`config.mk`:
```
export PLATFORM = sky130hd
export DESIGN_NAME = uart_irq_ident
export DESIGN_NICKNAME = d
export VERILOG_FILES = /design/src/rtl/uart_irq_pkg.sv /design/src/rtl/uart_irq_ier_reg.sv /design/src/rtl/uart_irq_txe_pend.sv /design/src/rtl/uart_irq_src_qual.sv /design/src/rtl/uart_irq_prio_enc.sv /design/src/rtl/uart_irq_ident.sv
export SDC_FILE = /design/constraint.sdc
export NUM_CORES = 1
export LEC_CHECK = 0
export ABC_AREA = 1
export BUFFER_PORTS_ARGS = -buffer_cell sky130_fd_sc_hd__buf_2
export CAP_MARGIN = 20
export CELL_PAD_IN_SITES_DETAIL_PLACEMENT = 0
export CELL_PAD_IN_SITES_GLOBAL_PLACEMENT = 1
export CORE_MARGIN = 10
export CORE_UTILIZATION = 21
export DETAILED_ROUTE_END_ITERATION = 8
export GPL_TIMING_DRIVEN = 0
export PLACE_DENSITY = 0.91
export SYNTH_ARGS = -nofsm -noshare
export SYNTH_HDL_FRONTEND = slang
export SYNTH_SLANG_ARGS = --single-unit
```
`constraint.sdc`:
```
create_clock -name clk -period 1.9 [get_ports clk]
set_input_delay 0.19 -clock clk [delete_from_list [all_inputs] [get_ports clk]]
set_output_delay 0.19 -clock clk [all_outputs]
set_load 0.02 [all_outputs]
```
`src/rtl/uart_irq_pkg.sv`:
```
package uart_irq_pkg;

    localparam int IER_W = 4;

    // enable register bit positions
    localparam int ENA_RXD   = 0;
    localparam int ENA_TXE   = 1;
    localparam int ENA_LSTAT = 2;
    localparam int ENA_MODEM = 3;

    // line status bit positions / masks
    localparam int          LS_READY   = 0;
    localparam int          LS_HOLD_MT = 5;
    localparam logic [7:0]  LS_ERR_MASK = 8'h1E;

    typedef enum logic [3:0] {
        IID_MODEM = 4'h0,
        IID_NONE  = 4'h1,
        IID_TXE   = 4'h2,
        IID_RXD   = 4'h4,
        IID_LSTAT = 4'h6,
        IID_TMO   = 4'hC
    } iid_code_e;

    typedef struct packed {
        logic lstat;
        logic tmo;
        logic rxd;
        logic txe;
        logic modem;
    } src_req_t;

    function automatic iid_code_e pick_code(input src_req_t r);
        iid_code_e c;
        if (r.lstat)      c = IID_LSTAT;
        else if (r.tmo)   c = IID_TMO;
        else if (r.rxd)   c = IID_RXD;
        else if (r.txe)   c = IID_TXE;
        else if (r.modem) c = IID_MODEM;
        else              c = IID_NONE;
        return c;
    endfunction

    function automatic logic [7:0] pack_iid(input logic fifo_on, input iid_code_e c);
        return {fifo_on, fifo_on, 2'b00, c};
    endfunction

endpackage

```
`src/rtl/uart_irq_ier_reg.sv`:
```
module uart_irq_ier_reg
    import uart_irq_pkg::*;
(
    input  logic             clk,
    input  logic             rst,
    input  logic             wr,
    input  logic [7:0]       wdata,
    output logic [IER_W-1:0] ier_q
);
    always_ff @(posedge clk) begin
        if (rst)
            ier_q <= '0;
        else if (wr)
            ier_q <= wdata[IER_W-1:0];
    end
endmodule

```
`src/rtl/uart_irq_txe_pend.sv`:
```
module uart_irq_txe_pend (
    input  logic clk,
    input  logic rst,
    input  logic empty_evt,
    input  logic load_evt,
    input  logic ier_wr,
    input  logic hold_empty,
    input  logic iid_rd,
    input  logic code_is_txe,
    output logic pend_q
);
    logic set_req;
    logic clr_req;

    always_comb begin
        set_req = empty_evt | (ier_wr & hold_empty);
        clr_req = load_evt | (iid_rd & code_is_txe);
    end

    always_ff @(posedge clk) begin
        if (rst)
            pend_q <= 1'b0;
        else if (set_req)
            pend_q <= 1'b1;
        else if (clr_req)
            pend_q <= 1'b0;
    end
endmodule

```
`src/rtl/uart_irq_src_qual.sv`:
```
module uart_irq_src_qual
    import uart_irq_pkg::*;
#(
    parameter int CNT_W   = 5,
    parameter int DELTA_W = 4
) (
    input  logic [IER_W-1:0]   ier,
    input  logic [7:0]         line_status,
    input  logic               fifo_en,
    input  logic [CNT_W-1:0]   rx_count,
    input  logic [CNT_W-1:0]   rx_trig,
    input  logic               rx_timeout,
    input  logic               txe_pend,
    input  logic [DELTA_W-1:0] msr_delta,
    output src_req_t           req
);
    logic level_ok;

    always_comb begin
        level_ok  = !fifo_en || (rx_count >= rx_trig);
        req.lstat = ier[ENA_LSTAT] && |(line_status & LS_ERR_MASK);
        req.tmo   = ier[ENA_RXD] && rx_timeout;
        req.rxd   = ier[ENA_RXD] && line_status[LS_READY] && level_ok;
        req.txe   = ier[ENA_TXE] && txe_pend;
        req.modem = ier[ENA_MODEM] && |msr_delta;
    end
endmodule

```
`src/rtl/uart_irq_prio_enc.sv`:
```
module uart_irq_prio_enc
    import uart_irq_pkg::*;
(
    input  src_req_t   req,
    input  logic       fifo_en,
    output iid_code_e  code,
    output logic [7:0] iid,
    output logic       irq
);
    always_comb begin
        code = pick_code(req);
        iid  = pack_iid(fifo_en, code);
        irq  = (code != IID_NONE);
    end
endmodule

```
`src/rtl/uart_irq_ident.sv`:
```
module uart_irq_ident
    import uart_irq_pkg::*;
#(
    parameter int CNT_W   = 5,
    parameter int DELTA_W = 4
) (
    input  logic               clk,
    input  logic               rst,
    input  logic               ier_wr,
    input  logic [7:0]         ier_wdata,
    input  logic               iid_rd,
    input  logic               tx_empty_evt,
    input  logic               tx_load,
    input  logic [7:0]         line_status,
    input  logic               fifo_en,
    input  logic [CNT_W-1:0]   rx_count,
    input  logic [CNT_W-1:0]   rx_trig,
    input  logic               rx_timeout,
    input  logic [DELTA_W-1:0] msr_delta,
    output logic [IER_W-1:0]   ier_q,
    output logic [7:0]         iid,
    output logic               irq
);
    logic      txe_pend;
    src_req_t  req;
    iid_code_e code;

    uart_irq_ier_reg u_ier (
        .clk   (clk),
        .rst   (rst),
        .wr    (ier_wr),
        .wdata (ier_wdata),
        .ier_q (ier_q)
    );

    uart_irq_txe_pend u_pend (
        .clk         (clk),
        .rst         (rst),
        .empty_evt   (tx_empty_evt),
        .load_evt    (tx_load),
        .ier_wr      (ier_wr),
        .hold_empty  (line_status[LS_HOLD_MT]),
        .iid_rd      (iid_rd),
        .code_is_txe (code == IID_TXE),
        .pend_q      (txe_pend)
    );

    uart_irq_src_qual #(.CNT_W(CNT_W), .DELTA_W(DELTA_W)) u_qual (
        .ier         (ier_q),
        .line_status (line_status),
        .fifo_en     (fifo_en),
        .rx_count    (rx_count),
        .rx_trig     (rx_trig),
        .rx_timeout  (rx_timeout),
        .txe_pend    (txe_pend),
        .msr_delta   (msr_delta),
        .req         (req)
    );

    uart_irq_prio_enc u_enc (
        .req     (req),
        .fifo_en (fifo_en),
        .code    (code),
        .iid     (iid),
        .irq     (irq)
    );
endmodule

```
; Word-level counts from Yosys, hierarchy flattened
; Index checks and enable logic that the tools add are counted.
[classes]
order_cmp = 1
n_reduce_logical = 11
n_eq_ne = 2
mux = 7
bitwise_logic = 4
[ops]
columns = op, count
row1 = 2-to-1 mux 4 bit, 4
row2 = OR reduction 4 bit, 2
row3 = logical AND 1 bit, 6
row4 = >= comparator 5 bit, 1
row5 = equality test 4 x 2 -> 1 bit (second input constant), 1
row6 = inequality test 4 x 1 -> 1 bit (second input constant), 1
row7 = 2-to-1 mux 1 bit, 3
row8 = AND 1 bit, 2
row9 = OR 1 bit, 2
row10 = nonzero test 2 bit, 1
row11 = logical NOT 1 bit, 1
row12 = logical OR 1 bit, 1
[word_totals]
inputBits = 38
output_inout_bits = 13
reg_bits = 5
word_cells = 27

; Depth between registers and ports, before layout
; Gate-level depths: netlist (run 1).
[depth]
word_depth = 12
ltp_mapped = 12
mapped_depth_nobuf = 12

; Cells and area by module
; Synthesis (run 1) repeated with hierarchy kept, for this count alone.
[hier_totals]
cells_unflattened = 98
hier_area_um2 = 554.3
[by_module_without_submodules]
columns = mod, instances, seq_area_each_um2, area_per_inst_um2, cells_per_inst
row1 = uart_irq_src_qual, 1, 0.0, 202.7, 40
row2 = uart_irq_ier_reg, 1, 80.1, 172.7, 26
row3 = uart_irq_prio_enc, 1, 0.0, 113.9, 20
row4 = uart_irq_txe_pend, 1, 20.0, 42.5, 6
row5 = uart_irq_ident, 1, 0.0, 22.5, 6

; Worst setup path after synthesis (run 1)
; No wires, ideal clock.
[synth_path]
path_type = input-to-output
from = input rx_trig[2]
to = output irq
arrival_ns = 1.416
setup_slack_ns = 0.294
path_buffers = 0
path_stages = 12
required_ns = 1.710
path_cell_list = inv_1 ha_1 nand2_1 inv_1 nand2_1 nand2_1 nand2_1 nand2_1 nand2_2 nand3_2 nor2_2 inv_1
[synth_via]
elab_chain_cells = 7
[synth_lines]
columns = item, line_no
row1 = from (decl), uart_irq_ident.sv:17  ; input logic [CNT_W-1:0] rx_trig,
row2 = >= comparator 5 bit, uart_irq_src_qual.sv:20  ; level_ok = !fifo_en || (rx_count >= rx_trig);
row3 = logical OR 1 bit, uart_irq_src_qual.sv:20
row4 = logical AND 1 bit, uart_irq_src_qual.sv:23  ; req.rxd = ier[ENA_RXD] && line_status[LS_READY] && level_ok;
row5 = 2-to-1 mux 4 bit, uart_irq_pkg.sv:37  ; else if (r.rxd) c = IID_RXD;
row6 = 2-to-1 mux 4 bit, uart_irq_pkg.sv:36  ; else if (r.tmo) c = IID_TMO;
row7 = 2-to-1 mux 4 bit, uart_irq_pkg.sv:35  ; if (r.lstat) c = IID_LSTAT;
row8 = named net iid[2], uart_irq_ident.sv:21  ; output logic [7:0] iid,
row9 = inequality test 4 x 1 -> 1 bit, uart_irq_prio_enc.sv:13  ; irq = (code != IID_NONE);
row10 = to (decl), uart_irq_ident.sv:22  ; output logic irq
; The timed path passes the listed nets, and every way through them passes these cells.

; Worst setup path after layout (run 1)
[layout_path]
from = input rx_count[2]
to = output irq
[layout_via]
elab_chain_cells = 7
[layout_lines]
columns = item, line_no
row1 = from (decl), uart_irq_ident.sv:16  ; input logic [CNT_W-1:0] rx_count,
row2 = >= comparator 5 bit, uart_irq_src_qual.sv:20
row3 = logical OR 1 bit, uart_irq_src_qual.sv:20
row4 = logical AND 1 bit, uart_irq_src_qual.sv:23
row5 = 2-to-1 mux 4 bit, uart_irq_pkg.sv:37
row6 = 2-to-1 mux 4 bit, uart_irq_pkg.sv:36
row7 = 2-to-1 mux 4 bit, uart_irq_pkg.sv:35
row8 = inequality test 4 x 1 -> 1 bit, uart_irq_prio_enc.sv:13
; Every way passes these cells.

==> reports/results.tsv, run 1 <==
metric	value	unit
status	finished, final reports clean	
Crit. End Element	output pin	
Max Slew Vio Count	0	
DRT iter0 DRCs	13	
DR pass1 iterations	4	
area grow syn2layout	59.2	%
layout cells sized above 1	45.8	%
vias in the first global route	518	
Port Buffers	42	
post-route minimum period	1550	ps
core area	2020	um^2
Synth Cell Area	463	um^2
nets@finish	164	
GPL Wtd Cong	0.692	
Final setup viols	0	
xor/xnor share of the synthesized area	0	%
post-cts resize count	0	
cts hold-fix bufs	0	
WL per Instance	10.2	um
Clk network pwr share	31.9	%
Internal Pwr Total	0.000253	W
unrepaired setup endpoints after global routing	false	
post-route clock period utilization	81.8	%
GR Util All Layers	6.31	%
main combinational cell family by area after synthesis	simple AND/OR/NAND/NOR gates	
CTS Buf Count	3	
setup TNS	0	ps
Synth Area in Adders	13.5	%
WHS	169	ps
# DRC	0	
Crit. Startpoint	rx_count[2]	
switching share of power	32.2	%
clk slew on worst S/H paths	40	ps
combinational fraction of design power	36.9	%
syn_area_per_cell	6.34	um^2
synth warn	0	
skew final	0.530	ps
initial antenna violation count	0	
P_sw	0.000120	W
Yosys reg bits	5	
CP Data Arrival Time	1360	ps
Synth Area in Compound Gates	14.1	%
startpoint types	input pin	
# Post-CTS Setup Buffers	0	
# IOs	51	
clock sink count	5	
Row Count	16	
sequential share of power	31.3	%
Hold WC Path Type	input pin to register	
Root Buffer	clkbuf_4	
global-route wire length before repair	2.24	mm
cells after synthesis	73	
fmax	643	MHz
vias per inst	3.76	
WL final	1.50	mm
CTS tree	yes	
Clock Latency Late Sink	230	ps
n_diodes	0	
Worst VDD drop	0.230	mV
CTS H-Tree Depth	1	
CP required	1710	ps
Netlist cell types	17	
dpl ws	334	ps
reg2reg start	u_ier.ier_q[1]$_SDFFE_PP0P_	
Synth Area in Simple Gates	31.4	%
HP Start	rst	
sequential cell area fraction in the yosys report	21.6	%
MaxCap Viol Count	0	
Max Root-Sink Buffers	2	
Chip Height	67.0	um
final hold violation count	0	
leak pwr	0.478	nW
Initial Util	22.9	%
WS Path Type	input pin to output pin	
Power Dens Cells	507	nW/um^2
grt total ovfl	0	
Tot Pwr	0.000373	W
mux cell area share after synthesis	0	%
Final WS setup	345	ps
hpwl dp	1.41	mm
die area	4480	um^2
Detail Route Antenna Nets	0	
top fanout value on the critical path	3	
routed vias	553	
die width	67.0	um
largest net degree at the start of global routing	7	
-- cell usage in the layout (no fill, tap or decap), types with 2 or more instances in the layout --
cell	instances
buf_4	4
nand2_1	24
inv_1	14
nor2_1	4
conb_1	2
clkbuf_4	3
ha_1	5
a21oi_1	7
buf_2	42
dfxtp_1	5
-- sequential cells by signal, summed over array words and instances (netlist names) --
register       count
u_ier.ier_q        4
u_pend.pend_q      1
-- through the flow --
stage	util (%)	instance area, um^2	std cells
after detailed placement	35.1	711	143
after CTS	36.4	737	147
after global placement	35.1	711	143
final	36.4	737	147
after global routing	36.4	737	147
after floorplan	-	467	74
-- cells by family (layout without fill, tap and decap cells) --
logic type / Yosys count / count (layout)
compound gates: 10 / 10
fa+ha+maj: 5 / 5
buf+inv: 19 / 65
flops: 5 / 5
other cells: 1 / 2
simple gates: 33 / 33
-- synthesized netlist by cell type, drive strengths merged --
cell | number | area [um^2]
nand4 | 1 | 6.26
ha | 5 | 62.6
inv | 15 | 56.3
dfxtp | 5 | 100
conb | 1 | 3.75
o21ai | 2 | 21.3
a21oi | 7 | 35.0
nand3 | 1 | 10.0
buf | 4 | 30.0
nand2 | 25 | 96.4
nor2 | 6 | 32.5
o41ai | 1 | 8.76
-- final timing paths --
path	end	slack (ps)	depth (start not counted)
worst min register to register	u_ier.ier_q[3]$_SDFFE_PP0P_	480	2
worst min-delay path	u_ier.ier_q[3]$_SDFFE_PP0P_	170	2
worst max-delay path	irq	350	13
worst max register to register	u_pend.pend_q$_SDFFE_PP0P_	1000	5
-- power by group through the flow --
stage | clock, W | combinational (W) | sequential, W
after floorplan | 0 | 0.0000750 | 0.000123
after global placement | 0 | 0.000137 | 0.000119
after detailed placement | 0 | 0.000140 | 0.000119
after CTS | 0.000123 | 0.000140 | 0.000117
after global routing | 0.000127 | 0.000154 | 0.000118
final | 0.000119 | 0.000138 | 0.000117
-- per-layer routing --
| metal | vias up | part of all wire (%) | global-route usage (%) |
|---|---|---|---|
| li1 | 311 | - | - |
| met1 | 217 | 39 | 6.38 |
| met2 | 25 | 47 | 11.0 |
| met3 | 0 | 14 | 3.51 |
| met4 | 0 | 0 | 1.54 |
| met5 | - | 0 | 0 |
-- worst max-delay path: stages --
cell	delay [ps]
buf_2	100
ha_1	300
nand2_1	70
inv_1	30
nand2_1	50
nand2_1	60
nand2_1	60
nand2_1	50
nand2_2	80
nand3_2	70
nor2_2	120
inv_1	40
buf_2	150
-- area by class of cell --
type	instances	area [um^2]
fillers	224	1280
multi-input cells	50	280
repair buffers	42	210
flip-flops and latches	5	100
inverters	15	56.3
well taps	27	33.8
plain buffers	4	30.0
clock buffers	4	26.3
Note: power is estimated with default switching activity, not from simulation.
==> run 2: changes to the inputs <==
CORE_UTILIZATION = 17   (was 21)
PLACE_DENSITY = 0.8   (was 0.91)
clock period = 1.3 ns   (was 1.9 ns; I/O delays follow)
==> run 2 against run 1 <==
The flow now finishes with violations (negative setup slack). Sequential power rose by 46%. Worst hold slack got worse by 67 ps. Sequential share of layout area fell by 2.0 points. Worst setup slack got worse by 400 ps. Utilization fell by 2.4 points. First-iteration DRC count rose by 62%. Wire length rose by 11%. Critical endpoint unchanged. Largest power group unchanged.
==> reports/results.tsv, run 2 (same netlist as run 1, synthesis figures left out) <==
metric	value	unit	change
Final WS setup	-58.6	ps	was 345 ps
hold depth	2		unchanged
die area	5210	um^2	was 4480 um^2
# DRC	0		unchanged
Chip Height	72.2	um	was 67.0 um
unrepaired setup endpoints after global routing	true		was false
WL final	1.67	mm	was 1.50 mm
Setup crit end	irq		unchanged
CTS tree	yes		unchanged
Row Count	18		was 16
max reg flops	4		unchanged
MaxCap Viol Count	0		unchanged
Largest regs	u_ier.ier_q x4, u_pend.pend_q x1		unchanged
Root Buffer	clkbuf_4		unchanged
Crit. Startpoint	rx_trig[2]		was rx_count[2]
final hold violation count	0		unchanged
WS Path Type	input pin to output pin		unchanged
hpwl dp	1.48	mm	was 1.41 mm
Max Root-Sink Buffers	2		unchanged
dpl ws	-123	ps	was 334 ps
leak pwr	0.491	nW	was 0.478 nW
fmax	736	MHz	
routed vias	579		was 553
n_diodes	0		unchanged
HP Start	rst		unchanged
combinational fraction of design power	42.6	%	was 36.9%
Internal Pwr Total	0.000408	W	was 0.000253 W
switching share of power	33.0	%	was 32.2%
GPL Wtd Cong	0.720		was 0.692
R2R depth	5		unchanged
initial antenna violation count	0		unchanged
Post-Route Utilization	34.0	%	was 36.4%
die width	72.2	um	was 67.0 um
CTS Buf Count	3		unchanged
grt total ovfl	0		unchanged
P_sw	0.000201	W	was 0.000120 W
violations in the final reports	negative setup slack		
Detail Route Antenna Nets	0		unchanged
# IOs	51		unchanged
nets@finish	164		unchanged
Worst VDD drop	0.359	mV	was 0.230 mV
layout cells sized above 1	55.0	%	was 45.8%
Crit. End Element	output pin		unchanged
post-route minimum period	1360	ps	
Hold WC Path Type	input pin to register		unchanged
Port Buffers	42		unchanged
CTS H-Tree Depth	1		unchanged
DRT iter0 DRCs	21		was 13
Power Dens Cells	703	nW/um^2	was 507 nW/um^2
clock sink count	5		unchanged
reg2reg start	u_ier.ier_q[1]$_SDFFE_PP0P_		unchanged
status	finished with violations		was finished, final reports clean
area grow syn2layout	87.0	%	was 59.2%
core area	2540	um^2	was 2020 um^2
top fanout value on the critical path	3		unchanged
most frequent cells in the layout	33 x buf_2, 23 x nand2_1, 9 x inv_1, 7 x buf_6		was 42 x buf_2, 24 x nand2_1, 14 x inv_1, 7 x a21oi_1
startpoint types	input pin		unchanged
GR Util All Layers	6.73	%	was 6.31%
Max Slew Vio Count	0		unchanged
CP Data Arrival Time	1230	ps	was 1360 ps
commonest non-fill, non-tap cell in the layout	buf_2		unchanged
Clock Latency Late Sink	240	ps	was 230 ps
vias in the first global route	643		was 518
CP required	1170	ps	was 1710 ps
WL per Instance	11.1	um	was 10.2 um
global-route wire length before repair	2.84	mm	was 2.24 mm
skew final	2.64	ps	was 0.530 ps
Initial Util	18.2	%	was 22.9%
R2R setup slack	390	ps	was 1000 ps
clk slew on worst S/H paths	40	ps	about the same
largest reg by FF count	u_ier.ier_q		unchanged
post-route clock period utilization	105	%	
sequential share of power	28.0	%	was 31.3%
vias per inst	3.86		was 3.76
DR pass1 iterations	5		was 4
Clk network pwr share	29.4	%	was 31.9%
Crit Reg-Reg Endpoint	u_pend.pend_q$_SDFFE_PP0P_		unchanged
largest net degree at the start of global routing	7		unchanged
Final setup viols	3		was 0
[run 2: critical path, cell delays in order]
cell,delay [ps]
buf_6,90
inv_4,40
ha_4,200
nand2_1,50
inv_1,30
nand2_1,60
nand2_1,50
nand2_1,60
nand2_1,60
nand2_2,100
nand3_4,90
nor2_4,100
inv_2,40
buf_6,120
[run 2: power groups by stage]
stage / Combinational [W] / Clock [W] / Sequential (W)
after detailed placement: 0.000222 / 0 / 0.000173
after floorplan: 0.000122 / 0 / 0.000180
after global placement: 0.000217 / 0 / 0.000173
final: 0.000259 / 0.000179 / 0.000171
after CTS: 0.000255 / 0.000188 / 0.000171
after global routing: 0.000289 / 0.000191 / 0.000172
[run 2: how the worst min path moves through the flow]
stage                                   to  slack, ps
5_1_grt        u_ier.ier_q[2]$_SDFFE_PP0P_        120
4_1_cts         u_pend.pend_q$_SDFFE_PP0P_         90
3_5_place_dp    u_pend.pend_q$_SDFFE_PP0P_        360
2_1_floorplan  u_ier.ier_q[0]$_SDFFE_PP0P_        200
6_report        u_pend.pend_q$_SDFFE_PP0P_        100
3_3_place_gp   u_ier.ier_q[0]$_SDFFE_PP0P_        350
[run 2: final cells by class]
cell class,count,area [um^2]
multi-input combinational,50,349
inverter,15,63.8
clock buffer,4,26.3
tap,30,37.5
timing repair buffer,42,259
fill,285,1680
buffer,4,30.0
sequential,5,100
[run 2: metal layers]
metal	share of wire [%]	GRT usage [%]	wire length, um	up-vias
li1	-	-	-	313
met1	36	6.71	598	238
met2	50	11.7	844	25
met3	12	3.40	203	3
met4	1.5	2.58	25	0
met5	0	0	0	-
[run 2: timing repair]
action | CTS | global route
hold buffers | 0 | 0
pin swaps | 9 | 9
setup buffers | 0 | 0
cloned | 0 | 0
gates resized for setup | 15 | 3
setup endpoints to repair | 4 | 4
endpoints found under the hold margin | 0 | 0
[run 2: through the flow]
step	instances	setup TNS (ps)	power, W	hold slack [ps]	instance area, um^2
after floorplan	74	0	0.000303	199	509
after global placement	146	-320	0.000391	351	757
after global routing	150	-564	0.000652	115	866
after detailed placement	146	-374	0.000396	356	757
final	150	-163	0.000609	103	866
after CTS	150	-118	0.000615	92.3	853
==> run 3: changes to the inputs <==
CORE_MARGIN = not set   (was 10)
GPL_ROUTABILITY_DRIVEN = 0   (was not set)
SKIP_LAST_GASP = 1   (was not set)
==> run 3 against run 2 <==
The flow still finishes with violations (negative setup slack). Flip-flop and latch count unchanged. Total power about the same. Global-route usage up 2.6 points. Worst setup slack better by 27 ps. Worst hold slack better by 0.90 ps. Count of clock-buffer cells in the layout unchanged. Die area down 44%. Fmax up 2.0%.
==> reports/results.tsv, run 3 (same netlist as run 1, synthesis figures left out) <==
metric	value	unit	change
violations in the final reports	negative setup slack		unchanged
routed vias	558		was 579
final hold violation count	0		unchanged
Root Buffer	clkbuf_4		unchanged
commonest non-fill, non-tap cell in the layout	buf_2		unchanged
leak pwr	0.492	nW	was 0.491 nW
CP Data Arrival Time	1200	ps	was 1230 ps
# IOs	51		unchanged
worst-path cell chain	buf_6 > inv_4 > ha_4 > nand2_2 > inv_1 > nand2_1 > nand2_1 > nand2_1 > nand2_1 > nand2_2 > nand3_4 > nor2_4 > inv_2 > buf_6		was buf_6 > inv_4 > ha_4 > nand2_1 > inv_1 > nand2_1 > nand2_1 > nand2_1 > nand2_1 > nand2_2 > nand3_4 > nor2_4 > inv_2 > buf_6
unrepaired setup endpoints after global routing	true		unchanged
largest reg by FF count	u_ier.ier_q		unchanged
area grow syn2layout	87.6	%	was 87.0%
Max Slew Vio Count	0		unchanged
Chip Height	54.2	um	was 72.2 um
fmax	751	MHz	was 736 MHz
Max Root-Sink Buffers	2		unchanged
n_diodes	0		unchanged
Final setup viols	3		unchanged
CTS H-Tree Depth	1		unchanged
DRT iter0 DRCs	4		was 21
Crit. End Element	output pin		unchanged
routing usage on met1	9.74	%	was 6.71%
met3 usage	1.69	%	was 3.40%
largest net degree at the start of global routing	7		unchanged
global-route wire length before repair	1.88	mm	was 2.84 mm
WL per Instance	8.43	um	was 11.1 um
skew final	2.48	ps	was 2.64 ps
Final WS setup	-31.3	ps	was -58.6 ps
CTS tree	yes		unchanged
Placed Cells	146		unchanged
Row Count	18		unchanged
vias per inst	3.72		was 3.86
top fanout value on the critical path	3		unchanged
Power Dens Cells	702	nW/um^2	was 703 nW/um^2
core area	2520	um^2	was 2540 um^2
reg2reg start	u_ier.ier_q[0]$_SDFFE_PP0P_		was u_ier.ier_q[1]$_SDFFE_PP0P_
met2 GRT Util	17.1	%	was 11.7%
HP Start	rst		unchanged
post-route clock period utilization	102	%	was 105%
Clock Latency Late Sink	240	ps	about the same
post-route minimum period	1330	ps	was 1360 ps
hold depth	2		unchanged
R2R depth	6		was 5
status	finished with violations		unchanged
startpoint types	input pin		unchanged
Hold WC Path Type	input pin to register		unchanged
Top Usage Layer GRT	met2		unchanged
CP required	1170	ps	about the same
WS Path Type	input pin to output pin		unchanged
Critical Path Most Common Cell	nand2_1		unchanged
Largest regs	u_ier.ier_q x4, u_pend.pend_q x1		unchanged
Slowest-stage cell, CP	ha_4		unchanged
die width	54.2	um	was 72.2 um
clk slew on worst S/H paths	50	ps	was 40 ps
clock sink count	5		unchanged
die area	2940	um^2	was 5210 um^2
Hold Path Sink	u_pend.pend_q$_SDFFE_PP0P_		unchanged
Detail Route Antenna Nets	0		unchanged
hpwl dp	1.07	mm	was 1.48 mm
max reg flops	4		unchanged
grt total ovfl	0		unchanged
final cell count without fillers	150		unchanged
CTS Buf Count	3		unchanged
Worst VDD drop	0.362	mV	was 0.359 mV
nets@finish	164		unchanged
layout cells sized above 1	57.5	%	was 55.0%
# Post-CTS Setup Buffers	0		unchanged
vias in the first global route	483		was 643
WHS	104	ps	was 103 ps
WL final	1.26	mm	was 1.67 mm
Port Buffers	42		unchanged
most frequent cells in the layout	34 x buf_2, 21 x nand2_1, 9 x inv_1		was 33 x buf_2, 23 x nand2_1, 9 x inv_1, 7 x buf_6
initial antenna violation count	0		unchanged
# DRC	0		unchanged
DR pass1 iterations	3		was 5
MaxCap Viol Count	0		unchanged
Initial Util	18.4	%	was 18.2%
GR Util All Layers	9.28	%	was 6.73%
cts hold-fix bufs	0		unchanged
R2R setup slack	390	ps	about the same
crit-path max cell delay	190	ps	was 200 ps
Crit Reg-Reg Endpoint	u_pend.pend_q$_SDFFE_PP0P_		unchanged
## run 3: cell counts in the layout (fill, tap and decap cells not counted)
Identical to the previous run, type by type.
## run 3: layout make-up
type	instances	area, um^2
timing repair buffer	42	253
inverter	15	63.8
multi-input combinational	50	358
sequential	5	100
buffer	4	30.0
clock buffer	4	26.3
tap	30	37.5
fill	271	1650
## run 3: per-layer routing
metal	share of wire, %	up-vias
met5	0	-
met4	0	0
met3	5.4	0
met2	50	19
met1	45	226
li1	-	313
## run 3: per-stage QoR
step           cell area, um^2  power [W]  utilization (%)  worst slack [ps]  TNS [ps]
2_1_floorplan              509   0.000303                -              2.28         0
3_3_place_gp               757   0.000388             30.0              -103      -305
3_5_place_dp               757   0.000392             30.0              -125      -385
4_1_cts                    853   0.000616             33.8             -65.2      -165
5_1_grt                    868   0.000662             34.4              -125      -372
6_report                   868   0.000610             34.4             -31.3     -67.2
## run 3: worst max-delay path, delay by kind of cell
family	cells	cell delay (ps)
adders and majority gates	1	190
buffers and inverters	5	330
and+or+nand+nor	8	540
## run 3: repair_timing
item                       4_1_cts  5_1_grt
pin swaps                       10        2
resized for setup               15        5
setup endpoints to repair        4        5
## run 3: how the worst max path moves through the flow
stage                        end   startpoint  slack [ps]  depth (start not counted)
after floorplan              irq  rx_count[0]           2                         12
after global placement       irq   rx_trig[0]        -100                         13
after detailed placement  iid[1]   rx_trig[0]        -130                         12
after CTS                    irq  rx_count[2]         -70                         13
after global routing         irq   rx_trig[2]        -120                         14
final                        irq   rx_trig[2]         -30                         14
## run 3: power breakdown
part	total, W	internal [W]	switching (W)
Combinational	0.000256	0.000128	0.000128
Sequential	0.000171	0.000163	0.00000838
Clock	0.000182	0.000116	0.0000655
Total	0.000610	0.000407	0.000202
